===== src/rtl/dma_chan_pkg.sv =====
// Package: shared types for the DMA channel controller.
// Assumes: nothing beyond IEEE 1800-2017.
package dma_chan_pkg;

    // Sequencer state: waiting to launch, or one transfer outstanding
    typedef enum logic {
        SEQ_IDLE = 1'b0,
        SEQ_BUSY = 1'b1
    } seq_state_t;

endpackage


===== src/rtl/dma_trig_sel.sv =====
// Module: dma_trig_sel
// Holds the trigger select register and turns software requests, selected
// peripheral rising edges and select changes into a one-cycle request event.
// Assumes: irq_lines are synchronous to clk.
module dma_trig_sel #(
    parameter int FIELD_W = 4,
    localparam int SEL_W  = FIELD_W + 1,
    localparam int NLINES = 2 ** SEL_W
) (
    input  logic               clk,
    input  logic               rst_n,
    input  logic               sel_we,
    input  logic [FIELD_W-1:0] sel_field,
    input  logic               sel_bank,
    input  logic               sel_swreq,
    input  logic [NLINES-1:0]  irq_lines,
    output logic               req_evt
);

    logic [SEL_W-1:0]  sel_idx_q;
    logic [SEL_W-1:0]  sel_idx_new;
    logic [NLINES-1:0] rise;
    logic              sel_chg;
    logic              sw_hit;

    assign sel_idx_new = {sel_bank, sel_field};

    // Select register: index of the peripheral line that triggers
    always_ff @(posedge clk) begin
        if (!rst_n) begin
            sel_idx_q <= '0;
        end else if (sel_we) begin
            sel_idx_q <= sel_idx_new;
        end
    end

    // One rising-edge detector per peripheral line
    for (genvar g = 0; g < NLINES; g++) begin : g_edge
        logic prev_q;
        // Remember last level of this line
        always_ff @(posedge clk) begin
            if (!rst_n) begin
                prev_q <= 1'b0;
            end else begin
                prev_q <= irq_lines[g];
            end
        end
        assign rise[g] = irq_lines[g] & ~prev_q;
    end

    // Combine the three request causes
    always_comb begin
        sel_chg = sel_we && (sel_idx_new != sel_idx_q);
        sw_hit  = sel_we && sel_swreq;
        req_evt = sw_hit | sel_chg | rise[sel_idx_q];
    end

endmodule


===== src/rtl/dma_pend_flag.sv =====
// Module: dma_pend_flag
// Pending-request flag. Requests set it; software writes of 0 and transfer
// launch clear it; a set always wins over a clear in the same cycle.
// Assumes: software can never set the flag directly.
module dma_pend_flag (
    input  logic clk,
    input  logic rst_n,
    input  logic req_evt,
    input  logic sw_clr,
    input  logic launch_clr,
    output logic pending
);

    // Flag update with set priority
    always_ff @(posedge clk) begin
        if (!rst_n) begin
            pending <= 1'b0;
        end else if (req_evt) begin
            pending <= 1'b1;
        end else if (sw_clr || launch_clr) begin
            pending <= 1'b0;
        end
    end

endmodule


===== src/rtl/dma_seq.sv =====
// Module: dma_seq
// Launch sequencer: issues one registered start pulse when a request is
// pending on an enabled channel, then waits for done before relaunching.
// Assumes: the datapath raises xfer_done once per start.
module dma_seq
    import dma_chan_pkg::*;
(
    input  logic clk,
    input  logic rst_n,
    input  logic pending,
    input  logic enabled,
    input  logic xfer_done,
    output logic launch,
    output logic done_ack,
    output logic xfer_start
);

    seq_state_t state_q;

    // Decide launch and done acceptance from current state
    always_comb begin
        launch   = (state_q == SEQ_IDLE) && pending && enabled;
        done_ack = (state_q == SEQ_BUSY) && xfer_done;
    end

    // State and start pulse registers
    always_ff @(posedge clk) begin
        if (!rst_n) begin
            state_q    <= SEQ_IDLE;
            xfer_start <= 1'b0;
        end else begin
            xfer_start <= launch;
            if (launch) begin
                state_q <= SEQ_BUSY;
            end else if (done_ack) begin
                state_q <= SEQ_IDLE;
            end
        end
    end

endmodule


===== src/rtl/dma_work_regs.sv =====
// Module: dma_work_regs
// Enable bit, direction bits, working pointer and working counter.
// An enable write reloads pointer and counter; an accepted done steps them;
// reaching zero clears the enable. A control write beats a done.
// Assumes: done_ack only occurs with a transfer outstanding.
module dma_work_regs #(
    parameter int ADDR_W = 16,
    parameter int CNT_W  = 8
) (
    input  logic              clk,
    input  logic              rst_n,
    input  logic              ctl_we,
    input  logic              ctl_enable,
    input  logic              ctl_src_fwd,
    input  logic              ctl_dst_fwd,
    input  logic [ADDR_W-1:0] src_addr,
    input  logic [ADDR_W-1:0] dst_addr,
    input  logic [CNT_W-1:0]  cnt_reload,
    input  logic              done_ack,
    output logic              enabled,
    output logic [ADDR_W-1:0] work_ptr,
    output logic [CNT_W-1:0]  work_cnt
);

    localparam logic [CNT_W-1:0]  CNT_ONE = CNT_W'(1);
    localparam logic [ADDR_W-1:0] PTR_ONE = ADDR_W'(1);

    logic              src_fwd_q;
    logic              dst_fwd_q;
    logic [ADDR_W-1:0] reload_ptr;
    logic [CNT_W-1:0]  cnt_dec;

    // Pick the reload pointer from the direction bits being written
    always_comb begin
        if (ctl_src_fwd) begin
            reload_ptr = src_addr;
        end else if (ctl_dst_fwd) begin
            reload_ptr = dst_addr;
        end else begin
            reload_ptr = src_addr;
        end
        cnt_dec = work_cnt - CNT_ONE;
    end

    // Direction bits follow every control write
    always_ff @(posedge clk) begin
        if (!rst_n) begin
            src_fwd_q <= 1'b0;
            dst_fwd_q <= 1'b0;
        end else if (ctl_we) begin
            src_fwd_q <= ctl_src_fwd;
            dst_fwd_q <= ctl_dst_fwd;
        end
    end

    // Enable, pointer and counter: reload on write, step on done
    always_ff @(posedge clk) begin
        if (!rst_n) begin
            enabled  <= 1'b0;
            work_ptr <= '0;
            work_cnt <= '0;
        end else if (ctl_we) begin
            enabled <= ctl_enable;
            if (ctl_enable) begin
                work_ptr <= reload_ptr;
                work_cnt <= cnt_reload;
            end
        end else if (done_ack) begin
            work_cnt <= cnt_dec;
            if (src_fwd_q || dst_fwd_q) begin
                work_ptr <= work_ptr + PTR_ONE;
            end
            if (cnt_dec == '0) begin
                enabled <= 1'b0;
            end
        end
    end

endmodule


===== src/rtl/dma_chan_ctrl.sv =====
// Module: dma_chan_ctrl (top)
// Request and reload control for one DMA channel: trigger selection,
// pending flag, launch sequencing and working pointer/counter upkeep.
// Assumes: register writes and irq lines are synchronous to clk.
module dma_chan_ctrl #(
    parameter int FIELD_W = 4,
    parameter int ADDR_W  = 16,
    parameter int CNT_W   = 8,
    localparam int NLINES = 2 ** (FIELD_W + 1)
) (
    input  logic               clk,
    input  logic               rst_n,
    input  logic               ctl_we,
    input  logic               ctl_enable,
    input  logic               ctl_pend_wdata,
    input  logic               ctl_src_fwd,
    input  logic               ctl_dst_fwd,
    input  logic               sel_we,
    input  logic [FIELD_W-1:0] sel_field,
    input  logic               sel_bank,
    input  logic               sel_swreq,
    input  logic [ADDR_W-1:0]  src_addr,
    input  logic [ADDR_W-1:0]  dst_addr,
    input  logic [CNT_W-1:0]   cnt_reload,
    input  logic [NLINES-1:0]  irq_lines,
    input  logic               xfer_done,
    output logic               xfer_start,
    output logic [ADDR_W-1:0]  work_ptr,
    output logic [CNT_W-1:0]   work_cnt,
    output logic               pending,
    output logic               enabled
);

    logic req_evt;
    logic launch;
    logic done_ack;
    logic sw_clr;

    // Software clear: a control write carrying 0 in the pending bit
    assign sw_clr = ctl_we && !ctl_pend_wdata;

    dma_trig_sel #(.FIELD_W(FIELD_W)) u_trig (
        .clk       (clk),
        .rst_n     (rst_n),
        .sel_we    (sel_we),
        .sel_field (sel_field),
        .sel_bank  (sel_bank),
        .sel_swreq (sel_swreq),
        .irq_lines (irq_lines),
        .req_evt   (req_evt)
    );

    dma_pend_flag u_pend (
        .clk        (clk),
        .rst_n      (rst_n),
        .req_evt    (req_evt),
        .sw_clr     (sw_clr),
        .launch_clr (launch),
        .pending    (pending)
    );

    dma_seq u_seq (
        .clk        (clk),
        .rst_n      (rst_n),
        .pending    (pending),
        .enabled    (enabled),
        .xfer_done  (xfer_done),
        .launch     (launch),
        .done_ack   (done_ack),
        .xfer_start (xfer_start)
    );

    dma_work_regs #(.ADDR_W(ADDR_W), .CNT_W(CNT_W)) u_work (
        .clk         (clk),
        .rst_n       (rst_n),
        .ctl_we      (ctl_we),
        .ctl_enable  (ctl_enable),
        .ctl_src_fwd (ctl_src_fwd),
        .ctl_dst_fwd (ctl_dst_fwd),
        .src_addr    (src_addr),
        .dst_addr    (dst_addr),
        .cnt_reload  (cnt_reload),
        .done_ack    (done_ack),
        .enabled     (enabled),
        .work_ptr    (work_ptr),
        .work_cnt    (work_cnt)
    );

endmodule


===== config.mk =====
export PLATFORM = sky130hd
export DESIGN_NAME = dma_chan_ctrl
export DESIGN_NICKNAME = d
export VERILOG_FILES = /design/src/rtl/dma_chan_pkg.sv /design/src/rtl/dma_trig_sel.sv /design/src/rtl/dma_pend_flag.sv /design/src/rtl/dma_seq.sv /design/src/rtl/dma_work_regs.sv /design/src/rtl/dma_chan_ctrl.sv
export SDC_FILE = /design/constraint.sdc
export NUM_CORES = 1
export LEC_CHECK = 0
export CAP_MARGIN = 20
export CORE_MARGIN = 2
export CORE_UTILIZATION = 45
export DETAILED_ROUTE_END_ITERATION = 8
export DONT_BUFFER_PORTS = 1
export GPL_TIMING_DRIVEN = 0
export PLACE_DENSITY = 0.69
export REMOVE_ABC_BUFFERS = 1
export SETUP_SLACK_MARGIN = 0.3
export SYNTH_ARGS = -nofsm -noshare
export SYNTH_HDL_FRONTEND = slang
export SYNTH_SLANG_ARGS = --single-unit
export TNS_END_PERCENT = 30

===== constraint.sdc =====
create_clock -name clk -period 2.75 [get_ports clk]
set_clock_uncertainty 0.1 [all_clocks]
set_input_delay 0.55 -clock clk [delete_from_list [all_inputs] [get_ports clk]]
set_output_delay 0.55 -clock clk [all_outputs]
set_load 0.02 [all_outputs]

==> impl_metrics.json <==
{
  "status": "complete, no violations",
  "finalCritPeriodShare": 0.796,
  "yosysWarningCount": 0,
  "hold_start": "ctl_enable",
  "syn-cell-area_um2": 3480,
  "cts_buffers": 9,
  "grt_pass1_wl_um": 13000,
  "regArea_um2": 1340,
  "r2r_setup_slack_ns": 0.56,
  "synth-main-ff-cell": "dfxtp_1",
  "synth-seq-cells": 67,
  "setup_slack_ns": 0.561,
  "powerDensity_nw_per_um2": 591,
  "cts-resized-gates": 0,
  "place_inst": 500,
  "crit_type": "flip-flop to flip-flop",
  "post_cts_buffers": 0,
  "h-tree-depth": 3,
  "power_leakage_nw": 1.33,
  "firstDrtPassIters": 4,
  "worst_r2r_startpoint": "u_work.work_ptr[0]",
  "synth-edff-count": 0,
  "ir_worst_vdd_uv": 444,
  "num_rows": 32,
  "postCtsHoldBufs": 0,
  "finalPower_mw": 2.18,
  "multi_input_area_um2": 1920,
  "root_buffer": "clkbuf_8",
  "cp.arrival_ns": 2.33,
  "hpwlAfterDp_um": 5770,
  "viasPerCell": 5.72,
  "start_util": 0.458,
  "cp_data_required_time_ns": 2.89,
  "worstPathMaxFanout": 6,
  "dr_total_vias": 2964,
  "synth.area.top_cells": "dfxtp_1, nand2_1, and2_1",
  "yosysSeqAreaShare": 0.385,
  "clk_latency_ns": 0.35,
  "hold_depth": 1,
  "fill_cells": 758,
  "drv_cap": 0,
  "ant_nets": 0,
  "antenna_found_initial": 0,
  "grt_max_degree": 56,
  "hold_class": "input pin to flip-flop",
  "crit_path_start_kind": "flip-flop",
  "yosysUniqueCellTypes": 62,
  "fin_cells": 518,
  "syn_to_final_growth_pct": 6.04,
  "slew_headroom": 0.314,
  "hold_viol_final": 0,
  "syn_area_per_cell_um2": 8.19,
  "totalWireLength_um": 8120,
  "numPortBuffers": 0,
  "post-route-util": 0.485,
  "grt.overflow.total": 0,
  "track_usage": 0.191,
  "cts.reportedPaths.clkPinSlew_ns": 0.08,
  "clockBufferDepth": 2,
  "final.min_clock_period_ns": 2.19,
  "grt_pass1_vias": 2677,
  "clock_sinks": 67,
  "initialDrtViolationCount": 147,
  "drv_slew": 0,
  "coreArea_um2": 7610,
  "ff2ff_path_depth": 6,
  "die_w_um": 92.0,
  "async_flop_share": 0,
  "synth_top_area_cell": "dfxtp_1",
  "rsz0062_at_grt": "false",
  "die_h_um": 92.0,
  "n_antenna_cell": 0,
  "routabilityCongestion": 0.857,
  "post-place-ws_ns": 0.258,
  "slowest_delay_ns": 0.53,
  "wl_per_cell_um": 15.7,
  "worstMarginPinSlew_ns": 1.02,
  "end_kind": "flip-flop",
  "dieArea_um2": 8460,
  "cp_top_family": "simple AND/OR/NAND/NOR gates",
  "critPathBufInv": 0,
  "hold_end": "u_work.work_ptr[0]",
  "rr_endpoint": "u_work.work_ptr[14]",
  "setup_tns_ns": 0,
  "crit_path_cell_trace": "ha_1 > nand3_1 > or3_1 > nor3_1 > o21ai_0 > a221oi_1",
  "synth_top_area_frac": 0.385,
  "postSynthCellCount": 425,
  "io_pins": 114,
  "finalSetupViolations": 0,
  "max_freq_mhz": 457,
  "final_layout_size_suffix_gt1_frac": 0.0769,
  "drc": 0,
  "worstSetupStartpoint": "u_work.work_ptr[0]",
  "cts_tree": "yes",
  "nets": 501,
  "worst_path_max_delay_cell": "dfxtp_1"
}
-- cells in the mapped netlist, drive strengths merged, types with 4 or more instances --
cell type and n:
dfxtp 67, nand2 51, nor2 37, and2 27, a21oi 25, o21ai 24
clkbuf 17, inv 14, nand3 11, nor3 11, buf 10, mux2i 10
nor3b 9, a31oi 7, nand2b 7, xnor2 7, nand4 6, nor4 6
o211ai 6, and3 5, nor2b 5, a22oi 4, a311oi 4, o32ai 4
-- cell families after synthesis --
logic type      after synthesis  synth area share
xor+xnor                      8            0.0201
simple gates                186             0.275
mux                          15            0.0514
compound gates              102             0.194
flops                        67             0.385
buf+inv                      44            0.0636
fa+ha+maj                     3            0.0108
-- area by class of cell --
type | instances | share of cell area
clock inverters | 7 | 0.0210
well taps | 102 | 0.0346
flip-flops and latches | 67 | 0.363
clock buffers | 9 | 0.0335
inverters | 16 | 0.0163
repair buffers | 3 | 0.0115
multi-input cells | 314 | 0.520
-- registers in the layout, indices dropped and copies added (netlist names) --
register,flops
u_trig.sel_idx_q,5
u_work.work_cnt,8
u_seq.xfer_start,1
u_pend.pending,1
u_work.src_fwd_q,1
u_seq.state_q,1
u_work.dst_fwd_q,1
u_trig.g_edge.prev_q,32
u_work.enabled,1
u_work.work_ptr,16
-- per-layer routing --
| layer | share of wire | up-vias | global-route usage |
|---|---|---|---|
| li1 | - | 1483 | - |
| met1 | 0.44 | 1362 | 0.236 |
| met2 | 0.45 | 111 | 0.303 |
| met3 | 0.098 | 8 | 0.0748 |
| met4 | 0.012 | 0 | 0.0684 |
| met5 | 0 | - | 0 |
-- through the flow --
stage	instance area [um2]	hold WS (ns)
floorplan	3320	0.353
global placement	3450	0.378
detailed placement	3460	0.386
CTS	3660	0.204
global route	3690	0.197
finish	3690	0.214
-- layout by cell type, fill, tap and decap left out, types with 9 or more instances in the layout --
cell,instances
mux2i_1,10
inv_1,14
o21ai_0,24
nor3b_1,9
a21oi_1,25
and2_1,27
nand3_1,11
nor2_1,37
nor3_1,11
dfxtp_1,67
nand2_1,50
clkbuf_8,9
-- report_power, final --
part	switching (mW)	internal (mW)
Sequential	0.0864	1.02
Combinational	0.119	0.122
Clock	0.407	0.425
-- worst max path at each step --
stage / endpoint / cells past startpoint
global placement: u_work.work_cnt[0] / 4
detailed placement: u_work.work_ptr[3] / 5
floorplan: u_work.work_ptr[6] / 5
CTS: u_work.work_ptr[14] / 6
finish: u_work.work_ptr[14] / 6
global route: u_work.work_ptr[3] / 5
Power figures use the tool's default switching activity.
